<file path="src/rtl/tsc_pkg.sv">
package tsc_pkg;
  localparam int unsigned PS_W = 2;

  typedef enum logic [PS_W-1:0] {
    PS_RUN   = 2'd0,
    PS_HALT  = 2'd1,
    PS_SLEEP = 2'd2,
    PS_OFF   = 2'd3
  } pstate_e;

  typedef enum logic [1:0] {
    STEP_HOLD = 2'd0,
    STEP_UP   = 2'd1,
    STEP_DOWN = 2'd2
  } step_e;

  function automatic logic is_awake(input logic [PS_W-1:0] code);
    return (code == PS_RUN) || (code == PS_HALT);
  endfunction
endpackage

</file>
<file path="src/rtl/tsc_tick_gen.sv">
module tsc_tick_gen #(
  parameter int unsigned PERIOD_W = 16
) (
  input  logic                clk,
  input  logic                rst_n,
  input  logic [PERIOD_W-1:0] period,
  output logic                tick
);
  logic [PERIOD_W-1:0] cnt;
  logic [PERIOD_W-1:0] last;

  always_comb begin
    if (period == '0) last = '0;
    else              last = period - 1'b1;
  end

  assign tick = (cnt >= last);

  always_ff @(posedge clk) begin
    if (!rst_n)    cnt <= '0;
    else if (tick) cnt <= '0;
    else           cnt <= cnt + 1'b1;
  end

  // with a period of two or more, ticks never fall on consecutive cycles
  a_r10_tick_spacing: assert property (@(posedge clk) disable iff (!rst_n)
    (tick && last != '0) |=> (!tick || period != $past(period)));
endmodule

</file>
<file path="src/rtl/tsc_active_count.sv">
module tsc_active_count
  import tsc_pkg::*;
#(
  parameter int unsigned NCORES = 4,
  localparam int unsigned CNT_W = $clog2(NCORES + 1)
) (
  input  logic [NCORES*PS_W-1:0] core_state,
  output logic [CNT_W-1:0]       active_n
);
  logic [NCORES-1:0] awake;

  for (genvar i = 0; i < NCORES; i++) begin : g_core
    assign awake[i] = is_awake(core_state[i*PS_W +: PS_W]);
  end

  always_comb begin
    active_n = '0;
    for (int i = 0; i < NCORES; i++) active_n = active_n + CNT_W'(awake[i]);
  end

  // the count never exceeds the number of cores
  a_r2_count_range: assert final (active_n <= CNT_W'(NCORES));
endmodule

</file>
<file path="src/rtl/tsc_ceiling.sv">
module tsc_ceiling #(
  parameter int unsigned NCORES  = 4,
  parameter int unsigned RATIO_W = 8,
  parameter int unsigned BOOST_W = 4,
  localparam int unsigned CNT_W  = $clog2(NCORES + 1)
) (
  input  logic [RATIO_W-1:0]        base,
  input  logic [NCORES*BOOST_W-1:0] tbl,
  input  logic [CNT_W-1:0]          active_n,
  output logic [RATIO_W-1:0]        ceil_ratio
);
  logic [BOOST_W-1:0] boost [NCORES];
  logic [BOOST_W-1:0] sel;
  logic [RATIO_W:0]   sum;

  for (genvar j = 0; j < NCORES; j++) begin : g_ent
    assign boost[j] = tbl[j*BOOST_W +: BOOST_W];
  end

  always_comb begin
    sel = '0;
    for (int j = 0; j < NCORES; j++)
      if (active_n == CNT_W'(j + 1)) sel = boost[j];
    sum = {1'b0, base} + (RATIO_W+1)'(sel);
    if (sum[RATIO_W]) ceil_ratio = '1;
    else              ceil_ratio = sum[RATIO_W-1:0];
  end

  // the ceiling is never below base
  a_r3_ceiling_floor: assert final (ceil_ratio >= base);
endmodule

</file>
<file path="src/rtl/tsc_step_decide.sv">
module tsc_step_decide
  import tsc_pkg::*;
#(
  parameter int unsigned RATIO_W = 8,
  parameter int unsigned CNT_W   = 3
) (
  input  logic [RATIO_W-1:0] cur,
  input  logic [RATIO_W-1:0] base,
  input  logic [RATIO_W-1:0] ceil_ratio,
  input  logic [CNT_W-1:0]   active_n,
  input  logic               os_req,
  input  logic               any_over,
  output step_e              step
);
  always_comb begin
    step = STEP_HOLD;
    if (active_n == '0)               step = STEP_HOLD;
    else if (cur < base)              step = STEP_UP;
    else if (cur > ceil_ratio)        step = STEP_DOWN;
    else if (any_over && cur > base)  step = STEP_DOWN;
    else if (!os_req && cur > base)   step = STEP_DOWN;
    else if (os_req && !any_over && cur < ceil_ratio) step = STEP_UP;
  end
endmodule

</file>
<file path="src/rtl/turbo_step_ctrl.sv">
module turbo_step_ctrl
  import tsc_pkg::*;
#(
  parameter int unsigned NCORES   = 4,
  parameter int unsigned RATIO_W  = 8,
  parameter int unsigned BOOST_W  = 4,
  parameter int unsigned PERIOD_W = 16,
  localparam int unsigned CNT_W   = $clog2(NCORES + 1)
) (
  input  logic                        clk,
  input  logic                        rst_n,
  input  logic [NCORES*PS_W-1:0]      core_state,
  input  logic                        os_max_req,
  input  logic                        over_temp,
  input  logic                        over_curr,
  input  logic                        over_pwr,
  input  logic [RATIO_W-1:0]          base_ratio,
  input  logic [NCORES*BOOST_W-1:0]   boost_tbl,
  input  logic [PERIOD_W-1:0]         tick_period,
  output logic [RATIO_W-1:0]          ratio,
  output logic                        ratio_chg
);
  logic               tick;
  logic [CNT_W-1:0]   active_n;
  logic [RATIO_W-1:0] ceil_ratio;
  logic               any_over;
  step_e              step;

  assign any_over = over_temp | over_curr | over_pwr;

  tsc_tick_gen #(.PERIOD_W(PERIOD_W)) u_tick (
    .clk(clk), .rst_n(rst_n), .period(tick_period), .tick(tick));

  tsc_active_count #(.NCORES(NCORES)) u_cnt (
    .core_state(core_state), .active_n(active_n));

  tsc_ceiling #(.NCORES(NCORES), .RATIO_W(RATIO_W), .BOOST_W(BOOST_W)) u_ceil (
    .base(base_ratio), .tbl(boost_tbl), .active_n(active_n), .ceil_ratio(ceil_ratio));

  tsc_step_decide #(.RATIO_W(RATIO_W), .CNT_W(CNT_W)) u_dec (
    .cur(ratio), .base(base_ratio), .ceil_ratio(ceil_ratio), .active_n(active_n),
    .os_req(os_max_req), .any_over(any_over), .step(step));

  always_ff @(posedge clk) begin
    if (!rst_n) begin
      ratio     <= base_ratio;
      ratio_chg <= 1'b0;
    end else begin
      ratio_chg <= 1'b0;
      if (tick && step != STEP_HOLD) begin
        ratio     <= (step == STEP_UP) ? ratio + 1'b1 : ratio - 1'b1;
        ratio_chg <= 1'b1;
      end
    end
  end

  // the ratio only moves on the cycle after a tick
  a_r10_move_on_tick: assert property (@(posedge clk) disable iff (!rst_n)
    (ratio != $past(ratio)) |-> $past(tick));

  // never more than one bin per cycle
  a_r12_one_bin: assert property (@(posedge clk) disable iff (!rst_n)
    (ratio == $past(ratio)) || (ratio == $past(ratio) + 1'b1) || (ratio == $past(ratio) - 1'b1));

  // the strobe marks exactly the cycles where the ratio differs
  a_r11_strobe: assert property (@(posedge clk) disable iff (!rst_n)
    ratio_chg == (ratio != $past(ratio)));

  // no active cores means no movement
  a_r9_idle_hold: assert property (@(posedge clk) disable iff (!rst_n)
    $past(active_n == '0) |-> (ratio == $past(ratio)));

  // a rise from at or above base needs the request and clear limits
  a_r4_rise_gate: assert property (@(posedge clk) disable iff (!rst_n)
    (ratio > $past(ratio) && $past(ratio) >= $past(base_ratio))
      |-> $past(os_max_req && !any_over && ratio < ceil_ratio));

  // with a limit exceeded above base the ratio must fall at a tick
  a_r5_hot_drop: assert property (@(posedge clk) disable iff (!rst_n)
    $past(tick && any_over && active_n != '0 && ratio > base_ratio) |-> (ratio < $past(ratio)));
endmodule

</file>
<file path="config.mk">
export PLATFORM = sky130hd
export DESIGN_NAME = turbo_step_ctrl
export DESIGN_NICKNAME = d
export VERILOG_FILES = /design/src/rtl/tsc_pkg.sv /design/src/rtl/tsc_tick_gen.sv /design/src/rtl/tsc_active_count.sv /design/src/rtl/tsc_ceiling.sv /design/src/rtl/tsc_step_decide.sv /design/src/rtl/turbo_step_ctrl.sv
export SDC_FILE = /design/constraint.sdc
export NUM_CORES = 1
export LEC_CHECK = 0
export ABC_AREA = 0
export BUFFER_PORTS_ARGS = -buffer_cell sky130_fd_sc_hd__buf_2
export CAP_MARGIN = 20
export CORE_MARGIN = 3
export CORE_UTILIZATION = 60
export CTS_BUF_LIST = sky130_fd_sc_hd__clkbuf_8
export CTS_CLUSTER_DIAMETER = 120
export DETAILED_ROUTE_END_ITERATION = 8
export MAX_ROUTING_LAYER = met4
export PLACE_DENSITY_LB_ADDON = 0.3
export SLEW_MARGIN = 30
export SYNTH_ARGS = -nofsm -noshare
export SYNTH_HDL_FRONTEND = slang
export SYNTH_HIERARCHICAL = 1
export SYNTH_SLANG_ARGS = --single-unit
export TNS_END_PERCENT = 10
</file>
<file path="constraint.sdc">
create_clock -name clk -period 12.31 [get_ports clk]
set_clock_uncertainty 0.15 [all_clocks]
set_input_delay 1.8465 -clock clk [delete_from_list [all_inputs] [get_ports clk]]
set_output_delay 1.8465 -clock clk [all_outputs]
set_load 0.01 [all_outputs]
</file>
Yosys cells after proc, flatten, opt, wreduce, memory -nomap -nowiden

Index checks and enable logic that the tools add are counted.

Register bits after elaboration: 25
Input bits: 54
Output and inout port bits: 9
Word-level logic and storage cells: 64

Add/sub/neg operators: 8
$lt $le $gt $ge: 5
Equal/unequal tests: 10
Muxes and demuxes: 16
Bitwise gates (word level): 3
Reductions and logical operators: 19

Operators with widths:

| operator                | number |
|---|---|
| $mux W8                 | 4 |
| $add A16 B1 Y16 const B | 1 |
| $ge A16 B16 Y1          | 1 |
| $gt A8 B8 Y1            | 2 |
| $logic_not A16 Y1       | 1 |
| $lt A8 B8 Y1            | 2 |
| $mux W16                | 1 |
| $mux W4                 | 4 |
| $sub A16 B1 Y16 const B | 1 |
| $eq A2 B1 Y1 const B    | 5 |
| $mux W2                 | 5 |
| $add A8 B4 Y9           | 1 |
| $add A8 B1 Y8 const B   | 1 |
| $logic_not A2 Y1        | 4 |
| $sub A8 B1 Y8 const B   | 1 |
| $add A3 B1 Y3           | 2 |
| $eq A3 B2 Y1 const B    | 2 |
| $logic_and A1 B1 Y1     | 5 |
| $logic_or A1 B1 Y1      | 4 |
| $eq A3 B1 Y1 const B    | 1 |
| $eq A3 B3 Y1 const B    | 1 |
| $logic_not A3 Y1        | 1 |
| $add A1 B1 Y2           | 1 |
| $logic_not A1 Y1        | 2 |
| 6 further kinds         | 8 |

Longest topological paths before layout

Gate-level depths: netlist (run 1).

Depth after elaboration: 24
Gate-level depth with buffers: 28
Gate-level depth less buffers: 27

Hierarchy

The synthesis (run 1) kept the hierarchy.

By module, submodules not included:

| module           | times used | cells each | area an instance (um^2) | sequential area each (um^2) |
|---|---|---|---|---|
| tsc_tick_gen     | 1          | 173        | 1391.3                  | 320.3 |
| turbo_step_ctrl  | 1          | 68         | 698.2                   | 260.2 |
| tsc_step_decide  | 1          | 59         | 424.2                   | 0.0 |
| tsc_ceiling      | 1          | 56         | 409.1                   | 0.0 |
| tsc_active_count | 1          | 9          | 67.6                    | 0.0 |

Worst setup path before layout (run 1)

Ideal clock, no wire load.

Kind: input to register
From: in core_state[1]
To: reg ratio[7] (data pin)
Library setup time: 0.273 ns
Arrival time: 7.328 ns
Required time: 11.887 ns
Path slack: 4.559 ns
Cell stages on the path: 27
Path through: clkbuf_1 fa_1 inv_1 ha_1 buf_2 nor2b_1 a22oi_1 o22ai_1 ha_1 inv_1 fa_1 nand2b_1 o2bb2ai_2 or3_4 nand2_1 inv_1 ha_1 nor2b_1 o211ai_1 a21oi_1 or3_1 a21oi_2 nand2b_1 ha_1 a2111o_1 o2111ai_1 o221ai_1

Word-level cells in the longest chain between the ends: 24
Elaborated cells between the ends (all ways): 30

Ends and longest elaborated chain:

| item                                                    | line                   | text |
|---|---|---|
| from (decl)                                             | turbo_step_ctrl.sv:12  | `input logic [NCORES*PS_W-1:0] core_state,` |
| $eq A2 B1 Y1 / $logic_not A2 Y1 (equally long branches) | tsc_pkg.sv:18          | `return (code == PS_RUN) \|\| (code == PS_HALT);` |
| $logic_or A1 B1 Y1 *                                    | tsc_pkg.sv:18          |  |
| $add A1 B1 Y2 *                                         | tsc_active_count.sv:18 | `for (int i = 0; i < NCORES; i++) active_n = active_n + CNT_W'(awake[i]);` |
| $add A3 B1 Y3 * (2 in a row)                            | tsc_active_count.sv:18 |  |
| named net active_n[0]                                   | turbo_step_ctrl.sv:24  | `logic [CNT_W-1:0] active_n;` |
| $eq A3 B1 Y1                                            | tsc_ceiling.sv:23      | `if (active_n == CNT_W'(j + 1)) sel = boost[j];` |
| $mux W4 (3 in a row)                                    | tsc_ceiling.sv:23      |  |
| $mux W4 *                                               | tsc_ceiling.sv:23      |  |
| (+2 left out)                                           | -                      |  |
| named net ceil_ratio[1]                                 | turbo_step_ctrl.sv:25  | `logic [RATIO_W-1:0] ceil_ratio;` |
| (+5 left out)                                           | -                      |  |
| $mux W2 *                                               | tsc_step_decide.sv:19  | `else if (cur > ceil_ratio) step = STEP_DOWN;` |
| $mux W2 *                                               | tsc_step_decide.sv:18  | `else if (cur < base) step = STEP_UP;` |
| $mux W2 *                                               | tsc_step_decide.sv:17  | `if (active_n == '0) step = STEP_HOLD;` |
| named net step[0]                                       | turbo_step_ctrl.sv:27  | `step_e step;` |
| $eq A2 B1 Y1 *                                          | turbo_step_ctrl.sv:51  | `ratio <= (step == STEP_UP) ? ratio + 1'b1 : ratio - 1'b1;` |
| $mux W8 *                                               | turbo_step_ctrl.sv:51  |  |
| $mux W8 *                                               | turbo_step_ctrl.sv:50  | `if (tick && step != STEP_HOLD) begin` |
| $mux W8 *                                               | turbo_step_ctrl.sv:45  | `if (!rst_n) begin` |
| to (signal assigned)                                    | turbo_step_ctrl.sv:46  | `ratio <= base_ratio;` |
| to (signal assigned)                                    | turbo_step_ctrl.sv:51  |  |
| to (decl)                                               | turbo_step_ctrl.sv:20  | `output logic [RATIO_W-1:0] ratio,` |

The timed path passes the listed nets; every way through them passes the cells marked *. The select of a mux whose other input is x is not followed.
A chain may end at the register's enable or synchronous reset.

Worst setup path in the final report (run 1)

From: in core_state[1]
To: reg ratio[6] (data pin)

The elaborated chain is that of the path after synthesis.

==> summary.md, run 1 <==
| Metric | Value |
|---|---|
| Status | complete, no violations |
| DR pass1 iterations | 4 |
| DP HPWL | 5950 microns |
| Main synth FF type | dfxtp_1 |
| Hold depth | 1 |
| First-pass GRT wire length | around 12000 microns |
| Max Slew Vio Count | 0 |
| Mapped Cells | approximately 370 |
| Via density | 5.85 |
| Cell Pwr Density | ~160 nW/um^2 |
| Setup TNS | 0 ps |
| Pre-CTS WS | about 4000 ps |
| GR Overflow Total | 0 |
| Setup slack after layout | 4150 ps |
| Setup violators final | 0 |
| Die Area | slightly below 6000 sq um |
| EDFF count, synth | 8 |
| Die H | between 70 and 80 microns |
| Slew Limit Headroom | a little under three fifths |
| All-Layer GR Usage | around 25% |
| Hold_ws | 337 ps |
| Crit end category | flop |
| Number of port buffers | 58 |
| DRT iter0 DRCs | 135 |
| Initial antenna violation count | 0 |
| CP Max Fanout | 9 |
| Inst Count DP | around 480 |
| CTS tree | yes |
| Layout Cells excl Fill | 487 |
| Clock transition at path regs | 90 ps |
| Max rail drop VDD | 139 uV |
| WL/cell | 14.8 microns |
| Pin count of the biggest net entering global routing | 17 |
| Max Fclk | 123 MHz |
| Share of cells above drive strength 1 | between 10% and 20% |
| Row count | 25 |
| Unrepaired setup endpoints after global routing | false |
| WP data required | 12260 ps |
| Synth cell types | 62 |
| Syn-to-layout area delta | 13.0% |
| Slew @ Worst Pin | roughly 660 ps |
| Hold Crit Class | reg2reg |
| LEAKAGE | around 1.6 nW |
| Reg2reg path depth | 12 |
| H-tree lvl count | 1 |
| Synthesized area | ~3000 sq um |
| Core ar. | roughly 4800 sq um |
| CTS Hold Bufs | 0 |
| Via count | around 2.8k |
| Worst reg-to-reg setup slack | between 8000 and 9000 ps |
| Number of global-route vias before repair | around 2.7k |
| Type of the worst setup path | in2reg |
| Residual DRC | 0 |
| Data arrival time of the critical path | approximately 8100 ps |
| Number of setup buffers added after CTS | 0 |
| Die X | 76.6 microns |
| Final #Nets | about 530 |
| Avg Cell Area, Syn | between 8 and 9 sq um |
| Drt total wl | approximately 7000 microns |
| CTS root buffer | clkbuf_8 |
| Register area share after synthesis | slightly below 20% |
| Top post-synthesis cells by area | ha_1, dfxtp_1, edfxtp_1 |
| Hold Crit Endpoint | u_tick/cnt[0] |
| Met2 routed WL | roughly 3600 microns |
| Final period util | about two thirds |
| # clock sinks | 25 |
| Initial Utilization | a little over three fifths |
| Io pins | 63 |
| Ys async rst share | 0% |
| Post-route ant nets | 0 |
| HP Start | u_tick/cnt[0] |
| Wl on met1 | just over 3000 microns |
| Clock Latency Late Sink | approximately 270 ps |
| CTS Buf Count | 3 |
| R2r startpoint | ratio[3] |
| Cell taking the most area after synthesis | ha_1 |
| Ant. Diodes | 0 |
| Final critical-path required period | between 8000 and 9000 ps |
| Top cell type's share of synthesized area | 20.1% |
| Maximum clock path buffer count | 2 |
| Cts repair resizes | 0 |
| Met3 wire length | around 430 microns |
| Overall power | around 0.53 mW |
| Top sig layer | met4 |
| GP Congestion | roughly 0.87 |
| Synthesized Nets | 470 |
| Seq cells post-synth | 25 |
| Crit path launch type | primary input |
| Max Cap Viol | 0 |
| Yosys warns | 6 |
| Hold Vio Cnt, Final | 0 |
| FF-to-FF End | ratio[6] |
[cell usage after synthesis, types with 3 or more instances]
cell and number:
mux2i_1 6, inv_1 35, xor2_1 15, a21oi_1 18
nand2b_1 8, o21a_1 3, and3_1 3, o211ai_1 3
xnor2_1 16, fa_1 3, o21bai_1 3, and4_1 3
ha_1 48, clkbuf_1 4, nor2b_1 4, or3_1 3
nor2_1 31, nand3_1 8, dfxtp_1 17, a22oi_1 4
nand2_1 38, o22ai_1 6, o21ai_0 9, nor3_1 11
nand4_1 8, edfxtp_1 8
[routing by layer]
| layer | GRT usage [%] | vias to the layer above |
|---|---|---|
| met5 | - | - |
| met4 | 7.25 | 0 |
| met3 | 4.73 | 11 |
| met2 | 45.1 | 83 |
| met1 | 28.9 | 1334 |
| li1 | - | 1420 |
[how the worst max path moves through the flow]
stage               cells past startpoint  endpoint          start  slack, ps
global placement                       27  ratio[6]  core_state[1]       4060
detailed placement                     27  ratio[6]  core_state[1]       3910
floorplan                              27  ratio[7]  core_state[1]       4560
finish                                 27  ratio[6]  core_state[1]       4150
global route                           27  ratio[6]  core_state[1]       3780
CTS                                    27  ratio[6]  core_state[1]       4170
[cell usage in the layout (no fill, tap or decap), drive strengths merged, types with 4 or more instances in the layout]
master,synthesis,final
buf,3,58
ha,48,48
nand2,38,38
inv,36,36
nor2,31,31
a21oi,19,19
dfxtp,17,17
xnor2,16,16
xor2,15,15
nor3,11,11
o21ai,10,10
nand3,9,9
nand2b,8,8
edfxtp,8,8
nand4,8,8
mux2i,6,6
o22ai,6,6
or3,6,6
nor2b,4,4
a22oi,4,4
[critical path, cell delays in order]
cell and delay, ps:
buf_2 110, fa_1 540, inv_1 50, ha_1 460, nor2b_1 320, a22oi_1 120, o22ai_1 170, ha_1 240
inv_1 70, fa_1 410, nand2b_1 180, o2bb2ai_2 180, or3_4 440, nand2_1 80, inv_1 40, ha_1 290
nor2b_1 140, o211ai_1 150, a21oi_1 100, or3_1 390, a21oi_2 170, nand2b_1 280, fa_1 500, a21oi_1 210
o31ai_1 130, a2111o_1 420, o311ai_1 90
[per-stage QoR]
stage | cell area, sq um | utilization, %
floorplan | 2990 | -
global placement | 3330 | 70.0
detailed placement | 3330 | 70.1
CTS | 3380 | 71.1
global route | 3380 | 71.1
finish | 3380 | 71.1
[flip-flops by register name, summed over array words and instances, names as in the netlist]
| name | flops |
|---|---|
| ratio_chg | 1 |
| ratio | 8 |
| u_tick/cnt | 16 |
[cell families (layout without fill, tap and decap cells)]
logic type,after synthesis,in the layout,synth area share (%)
multiplexers,8,8,2.76
AO/OA/AOI/OAI,73,73,17.1
flip-flops,25,25,19.4
buffers and inverters,43,98,5.73
XOR/XNOR,31,31,9.08
AND/OR/NAND/NOR,134,134,23.9
adder cells (fa/ha/maj),51,51,22.1
[final cells by class]
cell class / instances / area, sq um
repair buffers: 58 / 290
well taps: 67 / 83.8
flip-flops and latches: 25 / 581
multi-input cells: 297 / 2240
clock buffers: 3 / 41.3
fillers: 384 / 1380
inverters: 36 / 135
clock inverters: 1 / 5.00
[where the power goes]
group          internal [mW]  total (mW)  switching (mW)  leakage [nW]
registers              0.105       0.124          0.0195         0.216
logic                  0.165       0.357           0.192          1.35
clock network         0.0227      0.0499          0.0272        0.0255
total                  0.292       0.531           0.239          1.59
No activity file was read; power rests on OpenSTA's default activity.
==> inputs of run 2 (changes only) <==
--- a/config.mk
+++ b/config.mk
@@ -9,7 +9,7 @@
 export BUFFER_PORTS_ARGS = -buffer_cell sky130_fd_sc_hd__buf_2
 export CAP_MARGIN = 20
 export CORE_MARGIN = 3
-export CORE_UTILIZATION = 60
+export CORE_UTILIZATION = 57
 export CTS_BUF_LIST = sky130_fd_sc_hd__clkbuf_8
 export CTS_CLUSTER_DIAMETER = 120
 export DETAILED_ROUTE_END_ITERATION = 8
==> constraint.sdc (replaced) <==
create_clock -name clk -period 8.4 [get_ports clk]
set_clock_uncertainty 0.15 [all_clocks]
set_input_delay 1.26 -clock clk [delete_from_list [all_inputs] [get_ports clk]]
set_output_delay 1.26 -clock clk [all_outputs]
set_load 0.01 [all_outputs]
==> summary.md, run 2 (synthesis results as in run 1) <==
| Metric | Value |
|---|---|
| Unrepaired setup endpoints after global routing | false |
| Data arrival time of the critical path | 7370 ps (-740 ps) |
| Core ar. | 4880 sq um (+2.6%) |
| Row count | 25 (unchanged) |
| Setup TNS | 0 ps (unchanged) |
| First-pass GRT wire length | 12000 microns (-0.41%) |
| Syn-to-layout area delta | 13.0% (about the same) |
| Area of all placed cells without fillers | 3380 sq um (about the same) |
| Clock Latency Late Sink | 270 ps (about the same) |
| DRT iter0 DRCs | 127 (-5.9%) |
| Sw frac | 45.1% (+0.13 points) |
| Commonest non-fill, non-tap cell in the layout | buf_2 |
| Die Area | 6150 sq um (+4.8%) |
| Crit path launch | core_state[1] |
| Share of cells above drive strength 1 | 18.6% (unchanged) |
| DP HPWL | 5840 microns (-1.8%) |
| LEAKAGE | 1.59 nW (about the same) |
| GR Overflow Total | 0 (unchanged) |
| Max Slew Vio Count | 0 (unchanged) |
| Final #Nets | 526 (unchanged) |
| WL/cell | 14.5 microns (-1.7%) |
| DR pass1 iterations | 5 (+1) |
| # clock sinks | 25 (unchanged) |
| Clk pwr share | 9.5% (about the same) |
| CP Max Fanout | 9 (unchanged) |
| Max Fclk | ~130 MHz |
| Max rail drop VDD | 152 uV (+9.5%) |
| Die H | 78.4 microns (+2.4%) |
| HP Start | u_tick/cnt[0] |
| Final period util | approximately nine tenths |
| Int Pwr | 0.429 mW (+47%) |
| Slew Limit Headroom | 55.4% (-0.35 points) |
| Crit path launch type | primary input |
| Via count | 2785 (-2.2%) |
| Type of the worst setup path | in2reg |
| Max Cap Viol | 0 (unchanged) |
| GP Congestion | 0.869 (about the same) |
| Final critical-path required period | roughly 7500 ps |
| Cts repair resizes | 0 (unchanged) |
| R2r startpoint | ratio[2] |
| Slew @ Worst Pin | 669 ps (+5.21 ps) |
| Cell Pwr Density | 231 nW/um^2 (+47%) |
| Net Sw Power | 0.352 mW (+48%) |
| WP data required | 8260 ps (-4000 ps) |
| CTS Buf Count | 3 (unchanged) |
| CTS Hold Bufs | 0 (unchanged) |
| Fillers | 419 (+9.1%) |
| Worst Setup EP | ratio[7] |
| Pin count of the biggest net entering global routing | 17 (unchanged) |
| All-Layer GR Usage | 24.2% (-1.1 points) |
| Via density | 5.72 (-2.2%) |
| Residual DRC | 0 (unchanged) |
| Combinational power share | 67.2% (about the same) |
| Number of port buffers | 58 (unchanged) |
| Top reg by flops | u_tick/cnt |
| Pre-CTS WS | 639 ps (-3280 ps) |
| Number of setup buffers added after CTS | 0 (unchanged) |
| Sequential power share | 23.3% (about the same) |
| Maximum clock path buffer count | 2 (unchanged) |
| Worst reg-to-reg setup slack | 4530 ps (-3890 ps) |
| Top flop regs | u_tick/cnt x16, ratio x8, ratio_chg x1 |
| Ant. Diodes | 0 (unchanged) |
| Hold_ws | 338 ps (+1.61 ps) |
| Io pins | 63 (unchanged) |
| Hold Crit Class | reg2reg |
| Number of global-route vias before repair | 2761 (+2.1%) |
| Hold Vio Cnt, Final | 0 (unchanged) |
| Die X | 78.4 microns (+2.4%) |
| Reg2reg path depth | 11 (-1) |
| Max FFs per register | 16 (unchanged) |
| Area after DPL | 3330 sq um (unchanged) |
| FF-to-FF End | ratio[7] |
| Setup slack after layout | 887 ps (-3260 ps) |
| Initial antenna violation count | 0 (unchanged) |
| Clock transition at path regs | 90 ps (about the same) |
| Initial Utilization | 61.3% (-1.6 points) |
| CTS root buffer | clkbuf_8 |
| Status | complete, no violations |
| CTS tree | yes |
| Setup violators final | 0 (unchanged) |
| Overall power | 0.782 mW (+47%) |
| Post-route ant nets | 0 (unchanged) |
| Crit end category | flop |
| H-tree lvl count | 1 (unchanged) |
| Drt total wl | 7070 microns (-1.7%) |
| Most frequent cells in the layout | buf_2, ha_1, nand2_1 |
==> run 2: changes by cell type in the layout (fill, tap and decap cells not counted) <==
cell      change
inv_4         +1
clkinv_2      -1
==> run 2: power by group through the flow <==
stage	combinational, mW	clock (mW)	sequential, mW
after floorplan	0.386	0	0.182
after global placement	0.483	0	0.183
after detailed placement	0.516	0	0.184
after CTS	0.519	0.0775	0.182
after global routing	0.591	0.0832	0.184
final	0.525	0.0746	0.182
==> run 2: stage by stage <==
| stage | instances | util (%) |
|---|---|---|
| 3_3_place_gp | 483 | 68.2 |
| 4_1_cts | 487 | 69.3 |
| 2_1_floorplan | 365 | - |
| 5_1_grt | 487 | 69.3 |
| 6_report | 487 | 69.3 |
| 3_5_place_dp | 483 | 68.3 |
==> run 2: worst min-delay path by stage <==
stage | to | cells past startpoint | slack, ps
after detailed placement | u_tick/cnt[0] | 1 | 320
final | u_tick/cnt[0] | 1 | 340
after CTS | u_tick/cnt[0] | 1 | 340
after floorplan | u_tick/cnt[0] | 1 | 290
after global routing | u_tick/cnt[0] | 1 | 380
after global placement | u_tick/cnt[0] | 1 | 320
==> run 2: metal layers <==
layer	up-vias	wire length (microns)	part of all wire [%]	track usage, %
met4	0	25	0.35	4.90
met2	51	3890	55	46.2
met1	1313	2940	42	26.9
met5	-	0	0	-
met3	2	220	3.1	3.10
li1	1419	-	-	-
==> run 2: final cells by class <==
class	instances	area, sq um	share of cell area [%]
Multi-Input combinational cell	297	2240	66.3
Sequential cell	25	581	17.2
Timing Repair Buffer	58	290	8.59
Inverter	36	135	4.00
Tap cell	67	83.8	2.48
Clock buffer	3	41.3	1.22
Clock inverter	1	6.26	0.185
==> run 2: worst max-delay path: stages <==
cell and delay [ps]:
buf_2 110, fa_1 530, inv_1 40, ha_1 460, nor2b_1 310, a22oi_1 100, o22ai_1 170, ha_1 230
inv_1 70, fa_1 410, nand2b_1 190, o2bb2ai_2 180, or3_4 420, nand2_1 80, inv_1 40, ha_1 290
nor2b_1 130, o211ai_1 150, a21oi_1 90, or3_1 390, a21oi_2 170, nand2b_1 270, ha_1 440, a2111o_1 470
o2111ai_1 200, o221ai_1 150
